`src/rtl/mpic_pkg.sv`:
```
package mpic_pkg;

    localparam int WORD_W       = 32;
    localparam int LVL_W        = 4;
    localparam int NUM_LVL      = 16;
    localparam int PAGE_BITS    = 12;
    localparam int MASK_ALL_BIT = 31;
    localparam int TICK_LVL     = 14;
    localparam int SOFT_BASE    = 16;

    localparam logic [WORD_W-1:0] HARD_BITS = 32'h0000_FFFE;
    localparam logic [WORD_W-1:0] SOFT_BITS = 32'hFFFE_0000;
    localparam logic [WORD_W-1:0] SRC_BITS  = 32'h7FFF_FF80;
    localparam logic [WORD_W-1:0] MASK_BITS = 32'hFFFF_FF80;

    // per-CPU page offsets
    localparam logic [PAGE_BITS-1:0] OFF_PEND = 12'h000;
    localparam logic [PAGE_BITS-1:0] OFF_CLR  = 12'h004;
    localparam logic [PAGE_BITS-1:0] OFF_SET  = 12'h008;
    // master page offsets
    localparam logic [PAGE_BITS-1:0] OFF_SRC  = 12'h000;
    localparam logic [PAGE_BITS-1:0] OFF_MASK = 12'h004;
    localparam logic [PAGE_BITS-1:0] OFF_MCLR = 12'h008;
    localparam logic [PAGE_BITS-1:0] OFF_MSET = 12'h00C;
    localparam logic [PAGE_BITS-1:0] OFF_TGT  = 12'h010;

    typedef enum logic {
        ACC_IDLE,
        ACC_RESP
    } acc_state_e;

    function automatic logic [WORD_W*LVL_W-1:0] default_src_levels();
        logic [WORD_W*LVL_W-1:0] t;
        t = '0;
        for (int b = 28; b <= 30; b++) begin
            t[b*LVL_W +: LVL_W] = 4'd15;
        end
        t[22*LVL_W +: LVL_W] = 4'd11;
        t[21*LVL_W +: LVL_W] = 4'd9;
        t[20*LVL_W +: LVL_W] = 4'd8;
        t[19*LVL_W +: LVL_W] = 4'd10;
        t[18*LVL_W +: LVL_W] = 4'd4;
        t[17*LVL_W +: LVL_W] = 4'd13;
        t[16*LVL_W +: LVL_W] = 4'd6;
        t[15*LVL_W +: LVL_W] = 4'd12;
        t[14*LVL_W +: LVL_W] = 4'd12;
        for (int s = 0; s < 7; s++) begin
            t[(s+7)*LVL_W +: LVL_W] = LVL_W'(s + 2);
        end
        return t;
    endfunction

endpackage

```
`src/rtl/mpic_prio.sv`:
```
module mpic_prio
    import mpic_pkg::*;
(
    input  logic [NUM_LVL-1:0] req,
    output logic [LVL_W-1:0]   lvl
);

    // ascending scan: the last hit is the highest level; bit 0 yields 0
    always_comb begin
        lvl = '0;
        for (int i = 0; i < NUM_LVL; i++) begin
            if (req[i]) begin
                lvl = LVL_W'(i);
            end
        end
    end

endmodule

```
`src/rtl/mpic_cpu_win.sv`:
```
module mpic_cpu_win
    import mpic_pkg::*;
(
    input  logic               clk,
    input  logic               rst_n,
    input  logic               clr_we,
    input  logic               set_we,
    input  logic [WORD_W-1:0]  wdata,
    input  logic [NUM_LVL-1:0] hard_in,
    input  logic               tick,
    output logic [WORD_W-1:0]  pend_q,
    output logic [NUM_LVL-1:0] lvl_req
);

    localparam logic [WORD_W-1:0] LIVE_BITS = HARD_BITS | SOFT_BITS;

    logic [WORD_W-1:0] line_in;
    logic [WORD_W-1:0] drop;
    logic [WORD_W-1:0] raise;

    assign line_in = ({{(WORD_W-NUM_LVL){1'b0}}, hard_in}
                     | (WORD_W'(tick) << TICK_LVL)) & HARD_BITS;
    assign drop    = clr_we ? (wdata & LIVE_BITS) : '0;
    assign raise   = set_we ? (wdata & LIVE_BITS) : '0;

    // a line still high wins over a clear in the same cycle
    always_ff @(posedge clk or negedge rst_n) begin
        if (!rst_n) begin
            pend_q <= '0;
        end else begin
            pend_q <= (pend_q & ~drop) | raise | line_in;
        end
    end

    assign lvl_req = pend_q[WORD_W-1:SOFT_BASE] | pend_q[SOFT_BASE-1:0];

endmodule

```
`src/rtl/mpic_master.sv`:
```
module mpic_master
    import mpic_pkg::*;
#(
    parameter int                        NCPU       = 4,
    parameter int                        TIDX_W     = 2,
    parameter logic [WORD_W*LVL_W-1:0]   SRC_LEVELS = default_src_levels()
) (
    input  logic               clk,
    input  logic               rst_n,
    input  logic               mask_clr_we,
    input  logic               mask_set_we,
    input  logic               tgt_we,
    input  logic [WORD_W-1:0]  wdata,
    input  logic [WORD_W-1:0]  src_in,
    output logic [WORD_W-1:0]  mask_q,
    output logic [WORD_W-1:0]  src_pend_q,
    output logic [TIDX_W-1:0]  tgt_q,
    output logic [NUM_LVL-1:0] src_req
);

    logic              tgt_ok;
    logic [WORD_W-1:0] live;

    assign tgt_ok = (wdata < WORD_W'(NCPU));

    always_ff @(posedge clk or negedge rst_n) begin
        if (!rst_n) begin
            mask_q     <= MASK_BITS;
            src_pend_q <= '0;
            tgt_q      <= '0;
        end else begin
            src_pend_q <= src_in & SRC_BITS;
            if (mask_clr_we) begin
                mask_q <= mask_q & ~(wdata & MASK_BITS);
            end else if (mask_set_we) begin
                mask_q <= mask_q | (wdata & MASK_BITS);
            end
            if (tgt_we && tgt_ok) begin
                tgt_q <= wdata[TIDX_W-1:0];
            end
        end
    end

    assign live = src_pend_q & ~mask_q & {WORD_W{~mask_q[MASK_ALL_BIT]}};

    always_comb begin
        src_req = '0;
        for (int b = 0; b < WORD_W; b++) begin
            if (live[b]) begin
                src_req[SRC_LEVELS[b*LVL_W +: LVL_W]] = 1'b1;
            end
        end
    end

endmodule

```
`src/rtl/mpic_bus_port.sv`:
```
module mpic_bus_port
    import mpic_pkg::*;
(
    input  logic              clk,
    input  logic              rst_n,
    input  logic              rd_req,
    input  logic [WORD_W-1:0] rd_word,
    output logic [WORD_W-1:0] rdata,
    output logic              rvalid
);

    acc_state_e        state_q;
    acc_state_e        state_d;
    logic [WORD_W-1:0] cap_q;

    always_ff @(posedge clk or negedge rst_n) begin
        if (!rst_n) begin
            state_q <= ACC_IDLE;
        end else begin
            state_q <= state_d;
        end
    end

    always_ff @(posedge clk or negedge rst_n) begin
        if (!rst_n) begin
            cap_q <= '0;
        end else if (rd_req) begin
            cap_q <= rd_word;
        end
    end

    always_comb begin
        state_d = state_q;
        unique case (state_q)
            ACC_IDLE: state_d = rd_req ? ACC_RESP : ACC_IDLE;
            ACC_RESP: state_d = rd_req ? ACC_RESP : ACC_IDLE;
            default:  state_d = ACC_IDLE;
        endcase
    end

    always_comb begin
        unique case (state_q)
            ACC_RESP: begin
                rvalid = 1'b1;
                rdata  = cap_q;
            end
            default: begin
                rvalid = 1'b0;
                rdata  = '0;
            end
        endcase
    end

endmodule

```
`src/rtl/mpic_ctrl.sv`:
```
module mpic_ctrl
    import mpic_pkg::*;
#(
    parameter int                      NCPU       = 4,
    parameter int                      ADDR_W     = 16,
    parameter logic [WORD_W*LVL_W-1:0] SRC_LEVELS = default_src_levels()
) (
    input  logic                    clk,
    input  logic                    rst_n,
    input  logic                    bus_wr,
    input  logic                    bus_rd,
    input  logic [ADDR_W-1:0]       bus_addr,
    input  logic [WORD_W-1:0]       bus_wdata,
    output logic [WORD_W-1:0]       bus_rdata,
    output logic                    bus_rvalid,
    input  logic [NCPU*NUM_LVL-1:0] cpu_hard_irq,
    input  logic [NCPU-1:0]         cpu_tick,
    input  logic [WORD_W-1:0]       sys_irq,
    output logic [NCPU*LVL_W-1:0]   cpu_level
);

    localparam int PG_W   = ADDR_W - PAGE_BITS;
    localparam int TIDX_W = (NCPU > 1) ? $clog2(NCPU) : 1;

    logic [PG_W-1:0]        page;
    logic [PAGE_BITS-1:0]   off;
    logic                   mst_sel;
    logic [NCPU*WORD_W-1:0] pend_flat;
    logic [WORD_W-1:0]      mask_q;
    logic [WORD_W-1:0]      src_pend_q;
    logic [TIDX_W-1:0]      tgt_q;
    logic [NUM_LVL-1:0]     src_req;
    logic [WORD_W-1:0]      rd_word;

    assign page    = bus_addr[ADDR_W-1:PAGE_BITS];
    assign off     = bus_addr[PAGE_BITS-1:0];
    assign mst_sel = (page == PG_W'(NCPU));

    mpic_master #(
        .NCPU       (NCPU),
        .TIDX_W     (TIDX_W),
        .SRC_LEVELS (SRC_LEVELS)
    ) u_master (
        .clk         (clk),
        .rst_n       (rst_n),
        .mask_clr_we (bus_wr && mst_sel && off == OFF_MCLR),
        .mask_set_we (bus_wr && mst_sel && off == OFF_MSET),
        .tgt_we      (bus_wr && mst_sel && off == OFF_TGT),
        .wdata       (bus_wdata),
        .src_in      (sys_irq),
        .mask_q      (mask_q),
        .src_pend_q  (src_pend_q),
        .tgt_q       (tgt_q),
        .src_req     (src_req)
    );

    for (genvar c = 0; c < NCPU; c++) begin : g_cpu
        logic                 hit;
        logic [WORD_W-1:0]    pend;
        logic [NUM_LVL-1:0]   own_req;
        logic [NUM_LVL-1:0]   all_req;

        assign hit = (page == PG_W'(c));

        mpic_cpu_win u_win (
            .clk     (clk),
            .rst_n   (rst_n),
            .clr_we  (bus_wr && hit && off == OFF_CLR),
            .set_we  (bus_wr && hit && off == OFF_SET),
            .wdata   (bus_wdata),
            .hard_in (cpu_hard_irq[c*NUM_LVL +: NUM_LVL]),
            .tick    (cpu_tick[c]),
            .pend_q  (pend),
            .lvl_req (own_req)
        );

        // undirected system requests join only the target CPU
        assign all_req = own_req | ((tgt_q == TIDX_W'(c)) ? src_req : '0);

        mpic_prio u_prio (
            .req (all_req),
            .lvl (cpu_level[c*LVL_W +: LVL_W])
        );

        assign pend_flat[c*WORD_W +: WORD_W] = pend;
    end

    always_comb begin
        rd_word = '0;
        for (int c = 0; c < NCPU; c++) begin
            if (page == PG_W'(c) && off == OFF_PEND) begin
                rd_word = pend_flat[c*WORD_W +: WORD_W];
            end
        end
        if (mst_sel) begin
            case (off)
                OFF_SRC:  rd_word = src_pend_q;
                OFF_MASK: rd_word = mask_q;
                OFF_TGT:  rd_word = WORD_W'(tgt_q);
                default:  rd_word = '0;
            endcase
        end
    end

    mpic_bus_port u_port (
        .clk     (clk),
        .rst_n   (rst_n),
        .rd_req  (bus_rd),
        .rd_word (rd_word),
        .rdata   (bus_rdata),
        .rvalid  (bus_rvalid)
    );

endmodule

```
`config.mk`:
```
export PLATFORM = sky130hd
export DESIGN_NAME = mpic_ctrl
export DESIGN_NICKNAME = d
export VERILOG_FILES = /design/src/rtl/mpic_pkg.sv /design/src/rtl/mpic_prio.sv /design/src/rtl/mpic_cpu_win.sv /design/src/rtl/mpic_master.sv /design/src/rtl/mpic_bus_port.sv /design/src/rtl/mpic_ctrl.sv
export SDC_FILE = /design/constraint.sdc
export NUM_CORES = 1
export LEC_CHECK = 0
export BUFFER_PORTS_ARGS = -buffer_cell sky130_fd_sc_hd__buf_4
export CAP_MARGIN = 20
export CORE_ASPECT_RATIO = 0.6
export CORE_MARGIN = 4
export CORE_UTILIZATION = 35
export CTS_CLUSTER_SIZE = 8
export DETAILED_ROUTE_END_ITERATION = 8
export PLACE_DENSITY_LB_ADDON = 0.1
export SLEW_MARGIN = 40
export SYNTH_ARGS = -nofsm -noshare
export SYNTH_HDL_FRONTEND = slang
export SYNTH_HIERARCHICAL = 1
export SYNTH_SLANG_ARGS = --single-unit
```
`constraint.sdc`:
```
create_clock -name clk -period 2.1 [get_ports clk]
set_input_delay 0.105 -clock clk [delete_from_list [all_inputs] [get_ports clk]]
set_output_delay 0.105 -clock clk [all_outputs]
set_load 0.05 [all_outputs]
```
==> results of run 1 <==
==> cells in the final DEF (no fill, tap or decap), types with 6 or more instances in the layout <==
| cell type | n |
|---|---|
| a21o_1 | 59 |
| a21oi_1 | 32 |
| a21oi_2 | 22 |
| a221o_1 | 60 |
| a22o_1 | 60 |
| a22oi_1 | 30 |
| and2_1 | 33 |
| buf_12 | 19 |
| buf_4 | 301 |
| buf_6 | 18 |
| clkbuf_1 | 15 |
| clkbuf_16 | 29 |
| conb_1 | 25 |
| dfrtp_1 | 178 |
| dfstp_2 | 25 |
| dlygate4sd3_1 | 122 |
| inv_1 | 6 |
| mux2_2 | 35 |
| mux2_4 | 31 |
| mux2i_1 | 32 |
| nand2_1 | 125 |
| nand2b_1 | 15 |
| nor2_1 | 62 |
| nor2_2 | 11 |
| nor3_1 | 38 |
| nor4_1 | 9 |
| o21ai_1 | 31 |
| o22ai_1 | 32 |
| or2_2 | 61 |
==> report_power, final <==
group | internal (mW) | switching (mW)
Sequential | 3.96 | 0.0197
Clock | 2.53 | 1.85
Combinational | 0.459 | 0.541
Total | 6.95 | 2.41
==> area by class of cell <==
cell class                 instances  area (um^2)  share of cell area
tap                              450        563.0             0.03278
clock buffer                      44        782.0             0.04553
clock inverter                     2        25.02            0.001457
sequential                       204         5137              0.2991
inverter                           8        30.03            0.001749
multi-input combinational        895         6554              0.3816
timing repair buffer             462         4083              0.2377
==> routing by layer <==
metal	wire [um]	share of wire	track usage
met3	5495	0.11	0.08170
met5	23	0.00045	0
met1	24900	0.49	0.4338
met4	816	0.016	0.04534
met2	20080	0.39	0.3661
==> stage by stage <==
stage	hold slack [ps]	util	total power, mW	std cells	setup TNS, ps
4_1_cts	82.81	0.5159	9.415	2054	-9899
3_3_place_gp	119.4	0.4481	4.843	1884	-35750
2_1_floorplan	-190.6	-	4.286	1216	-1334
6_report	71.83	0.5226	9.359	2065	-9415
3_5_place_dp	119.4	0.4485	4.845	1884	-33340
5_1_grt	115.2	0.5226	9.694	2065	-10610
==> worst min-delay path by stage <==
| stage | start | end | slack [ps] |
|---|---|---|---|
| 2_1_floorplan | rst_n | g_cpu[0].u_win/pend_q[10] | -190 |
| 3_3_place_gp | rst_n | u_master/src_pend_q[19] | 120 |
| 3_5_place_dp | rst_n | u_port/cap_q[15] | 120 |
| 4_1_cts | rst_n | g_cpu[3].u_win/pend_q[21] | 80 |
| 5_1_grt | rst_n | g_cpu[3].u_win/pend_q[21] | 120 |
| 6_report | rst_n | u_master/src_pend_q[19] | 70 |
==> timing repair <==
| action | 4_1_cts | 5_1_grt |
|---|---|---|
| endpoints found under the setup margin | 16 | 16 |
| endpoints found under the hold margin | 364 | 0 |
| hold buffers | 122 | 0 |
| pin swaps | 15 | 18 |
| buffers inserted | 3 | 14 |
| gates resized for setup | 33 | 31 |
| gates cloned | 0 | 1 |
==> summary.md, run 1 <==
| Metric | Value |
|---|---|
| Placed inst area | `14,740 um^2` |
| Final WS setup | `-679.4 ps` |
| Pre-CTS setup slack | `-363.3 ps` |
| Final Net Count | `1,752` |
| H-tree Lvls | `1` |
| Pin count of the biggest net entering global routing | `54` |
| Peak per-stage delay on the critical path | `640 ps` |
| Period minus WS final | `2779 ps` |
| Slew @ Worst Pin | `716.2 ps` |
| TritonCTS clock tree | `done` |
| Root Buffer Master | `clkbuf_16` |
| RR Endpoint | `u_port/cap_q[15]` |
| HP Class | `input pin to asynchronous set/reset pin` |
| Initial DRC count | `1,201` |
| Mapped Cells | `1,196` |
| Synthesis-to-layout area growth | `45.13%` |
| Critical-path maximum fanout | `6` |
| # diodes | `0` |
| Gp weighted congestion | `0.9597` |
| Vias in the first global route | `11.00k` |
| HPWL Detailed | `36,890 um` |
| Final count of hold timing violations | `0` |
| Post-DRT Antenna Nets | `0` |
| Avg Synthesized Cell Area | `9.895 um^2` |
| Syn Std Cell Area | `11,830 um^2` |
| Total track usage | `0.2737` |
| Layout cells sized above 1 | `0.3777` |
| Grt ovf | `0` |
| Die H | `150.4 um` |
| CP Class | `flip-flop to output port` |
| Startpoint types | `flip-flop` |
| FILL cells | `2,981` |
| Crit path required time | `2000 ps` |
| Starting Density | `0.3601` |
| Worst Setup EP | `cpu_level[4]` |
| Worst slew margin | `0.5204` |
| Crit-path leading delay family | `compound AO/OA/AOI/OAI gates` |
| Synth warn | `6` |
| Fmax | `359.8 MHz` |
| Crit path DAT | `2670 ps` |
| Number of max-slew violations in the final report | `0` |
| Violated checks | `setup timing` |
| DR DRC count | `0` |
| Core area | `32,860 um^2` |
| Flop-to-flop setup slack | `220 ps` |
| Worst-path clk slew | `50 ps` |
| Wire length per cell | `24.85 um` |
| R2r worst-path depth | `6` |
| Status | `complete, but fails checks` |
| Design area | `17,170 um^2` |
| Peak VDD IR | `0.5672 mV` |
| Clk Latency, worst-skew pair | `570 ps` |
| Drt total wl | `51,320 um` |
| Layout Skew | `19.80 ps` |
| RSZ-0062 raised after global routing | `true` |
| Final setup vio count | `16` |
| Period utilisation layout | `1.324` |
| Buf/Inv on CP | `1` |
| Total clock sinks | `204` |
| Drt first pass iters | `5` |
| Rows | `51` |
| Global-route wire length before repair | `74,600 um` |
| Die area | `36,910 um^2` |
| CP Depth | `6` |
| Vias | `11.49k` |
| CTS Buf Count | `29` |
| Max_cap viols | `0` |
| CP Cell Sequence | `nor3b_2, a21o_1, or3b_4, a311oi_4, a31oi_4, buf_6` |
| Port-buffer cells | `188` |
| Max Root-Sink Buffers | `3` |
| Worst Setup End Kind | `output port` |
| CP max-delay cell | `dfstp_2` |
| IO Count | `201` |
| Leakage power figure | `7.037 nW` |
| Antenna violations before repair | `2` |
| Vias per Instance | `5.564` |
| Power per cell area | `545.0 nW/um^2` |
| Die Wd | `245.4 um` |
| Reg-to-Reg Start | `g_cpu[1].u_win/pend_q[15]` |
Note: power is estimated with default switching activity, not from simulation.
==> inputs of run 2 (changes only) <==
- RECOVER_POWER: not set -> 100
- SYNTH_HIERARCHICAL: 1 -> not set
==> summary.md, run 2 <==
| Metric | Value |
|---|---|
| Post-synthesis register bit count | `204` |
| Synth area leader | `dfrtp_1` |
| Rows | `49 (-3.9%)` |
| Syn Std Cell Area | `10,810 um^2 (-8.6%)` |
| Total clock sinks | `204 (unchanged)` |
| Antenna violations before repair | `2 (unchanged)` |
| Post-DRT Antenna Nets | `0 (unchanged)` |
| Startpoint types | `flip-flop` |
| Mapped Cells | `1,094 (-8.5%)` |
| Pin count of the biggest net entering global routing | `52 (-3.7%)` |
| Number of synthesized flops with an enable pin | `0` |
| Hold WS | `27.10 ps (-44.72 ps)` |
| HPWL Detailed | `39,850 um (+8.0%)` |
| Period minus WS final | `2727 ps (-52.58 ps)` |
| # diodes | `0 (unchanged)` |
| Die Wd | `234.9 um (-4.3%)` |
| Clock share of power | `0.480 (+0.012)` |
| Crit path required time | `2000 ps (about the same)` |
| Power per cell area | `557.8 nW/um^2 (+2.4%)` |
| Crit-path leading delay family | `compound AO/OA/AOI/OAI gates` |
| Synthesis-to-layout area growth | `55.67%` |
| Violated checks | `setup timing` |
| Grt ovf | `0 (unchanged)` |
| Avg Synthesized Cell Area | `9.884 um^2 (-0.11%)` |
| Max Root-Sink Buffers | `3 (unchanged)` |
| Total track usage | `0.3139 (+0.04026)` |
| Final core occ | `0.5580 (+0.03543)` |
| CP max-delay cell | `dfrtp_2` |
| Sw frac | `0.2461 (-0.01100)` |
| Final count of hold timing violations | `0 (unchanged)` |
| Max_cap viols | `0 (unchanged)` |
| Drt first pass iters | `6 (+1)` |
| Slew @ Worst Pin | `1393 ps (+677.0 ps)` |
| Most frequent cells in the layout | `buf_4, nand2_1, dfrtp_1` |
| Number of max-slew violations in the final report | `0 (unchanged)` |
| Final WS setup | `-626.8 ps (+52.58 ps)` |
| Comb pwr share | `0.097 (-0.010)` |
| Synth Flop Type | `dfrtp_1` |
| P_int | `7.079 mW (+1.8%)` |
| Layout Skew | `16.23 ps (-3.572 ps)` |
| Top-count cell post-synth | `nand2_1` |
| Yosys cell types | `63` |
| Root Buffer Master | `clkbuf_16` |
| Post-synth top cells | `nand2_1, dfrtp_1, nor2_1, clkbuf_1, a22o_1` |
| Buf/Inv on CP | `3 (+2)` |
| Initial DRC count | `1,609 (+34%)` |
| Ys async rst share | `1.000` |
| Crit-path most repeated cell | `buf_6` |
| Peak per-stage delay on the critical path | `460 ps (-180 ps)` |
| Synth warn | `0 (-6)` |
| Placed inst area | `13,840 um^2 (-6.1%)` |
| Peak VDD IR | `0.5116 mV (-9.8%)` |
| TritonCTS clock tree | `done` |
| Syn nets | `1,246` |
| Design area | `16,830 um^2 (-2.0%)` |
| Commonest non-fill, non-tap cell in the layout | `buf_4` |
| Non-filler cells, final | `1,973 (-4.5%)` |
| Gp weighted congestion | `1.046 (+9.0%)` |
| Worst slew margin | `0.07121 (-0.4492)` |
| CP Class | `flip-flop to output port` |
| Synth top area share | `0.4143` |
| CTS Buf Count | `29 (unchanged)` |
| Wire length per cell | `27.67 um (+11%)` |
| Period utilisation layout | `1.298 (-0.02504)` |
| Vias per Instance | `5.941 (+6.8%)` |
| Synth top area cells | `dfrtp_1, nand2_1, dfstp_2` |
| Worst Setup End Kind | `output port` |
| Seq pwr share | `0.424 (-0.002)` |
| Fmax | `366.7 MHz (+1.9%)` |
| CP Cell Sequence | `buf_6, nor2_4, buf_4, nand2_2, o211ai_1, o2111ai_2, a2111o_1, buf_6` |
| Die H | `144.2 um (-4.2%)` |
| Crit path DAT | `2620 ps (-50 ps)` |
| Port-buffer cells | `188 (unchanged)` |
| Vias in the first global route | `11.46k (+4.2%)` |
| Critical-path maximum fanout | `6 (unchanged)` |
| Sequential area share after synthesis | `0.4750` |
| HP Class | `input pin to flip-flop` |
| Global-route wire length before repair | `78,950 um (+5.8%)` |
| H-tree Lvls | `1 (unchanged)` |
| Drt total wl | `54,590 um (+6.4%)` |
| Core area | `30,160 um^2 (-8.2%)` |
| Final Net Count | `1,695 (-3.3%)` |
| DR DRC count | `0 (unchanged)` |
| Starting Density | `0.3585 (-0.001629)` |
| Leakage power figure | `6.829 nW (-3.0%)` |
| Worst-path clk slew | `50 ps (about the same)` |
| Placed instance count | `1,750 (-7.1%)` |
| Final setup vio count | `88 (+72)` |
| Psw | `2.311 mW (-4.0%)` |
| RSZ-0062 raised after global routing | `true` |
| Layout cells sized above 1 | `0.3425 (-0.03522)` |
| Clk Latency, worst-skew pair | `560 ps (about the same)` |
| Status | `complete, but fails checks` |
| Vias | `11.72k (+2.0%)` |
| IO Count | `201 (unchanged)` |
| Die area | `33,860 um^2 (-8.3%)` |
| Final Power | `9.390 mW (+0.33%)` |
[run 2: logic make-up after synthesis]
logic type | Yosys count | synth area share
simple gates | 407 | 0.1803
compound gates | 321 | 0.2473
flops | 204 | 0.4750
buf+inv | 105 | 0.04085
mux | 57 | 0.05658
[run 2: power by group through the flow]
stage / combinational, mW / sequential [mW] / clock [mW]
floorplan: 0.222 / 4.04 / 0
global placement: 0.711 / 4.04 / 0
detailed placement: 0.711 / 4.04 / 0
CTS: 0.896 / 3.98 / 4.56
global route: 0.967 / 3.98 / 4.74
finish: 0.908 / 3.98 / 4.50
[run 2: area by class of cell]
cell class	count	area (um^2)
timing repair buffer	518	4489
sequential	204	5139
inverter	5	18.77
tap	408	510.5
multi-input combinational	785	5828
fill	2666	13330
clock buffer	51	808.3
clock inverter	2	38.79
[run 2: path summary, 6_finish.rpt]
| check | from | end | slack (ps) | cells past startpoint |
|---|---|---|---|---|
| max in group asynchronous | rst_n | u_master.src_pend_q[30] | 220 | 3 |
| hold reg to reg | u_port.cap_q[21] | u_port.cap_q[21] | 480 | 1 |
| hold / removal | bus_addr[4] | u_port.cap_q[0] | 30 | 4 |
| setup reg to reg | g_cpu[2].u_win.pend_q[14] | g_cpu[2].u_win.pend_q[14] | 250 | 4 |
| setup / recovery | u_master.tgt_q[0] | cpu_level[0] | -630 | 8 |
| min in group asynchronous | rst_n | u_port.state_q | 410 | 2 |
[run 2: worst register-to-register path, cell delays in order, from the launching register on]
cell and delay (ps):
dfrtp_1 420, buf_4 190, a21boi_0 130, a2111o_1 420, dlygate4sd3_1 580
[run 2: through the flow]
stage                     setup slack, ps  TNS [ps]
after floorplan                    -71.78    -132.4
after global placement             -321.1     -2837
after detailed placement           -281.4     -2965
after CTS                          -625.0     -8792
after global routing               -685.8    -38380
final                              -626.8    -27130
[run 2: metal layers]
layer  wire [um]  track usage
met1       25080       0.4736
met2       22490       0.4508
met3        6084      0.09415
met4         924      0.05311
met5          16            0
[run 2: timing repair]
action                                  CTS  global route
hold buffers                            154             0
endpoints found under the setup margin   16            57
gates resized for setup                  99            51
setup buffers                             6            11
pin swaps                                15            26
hold endpoints to repair                321             0
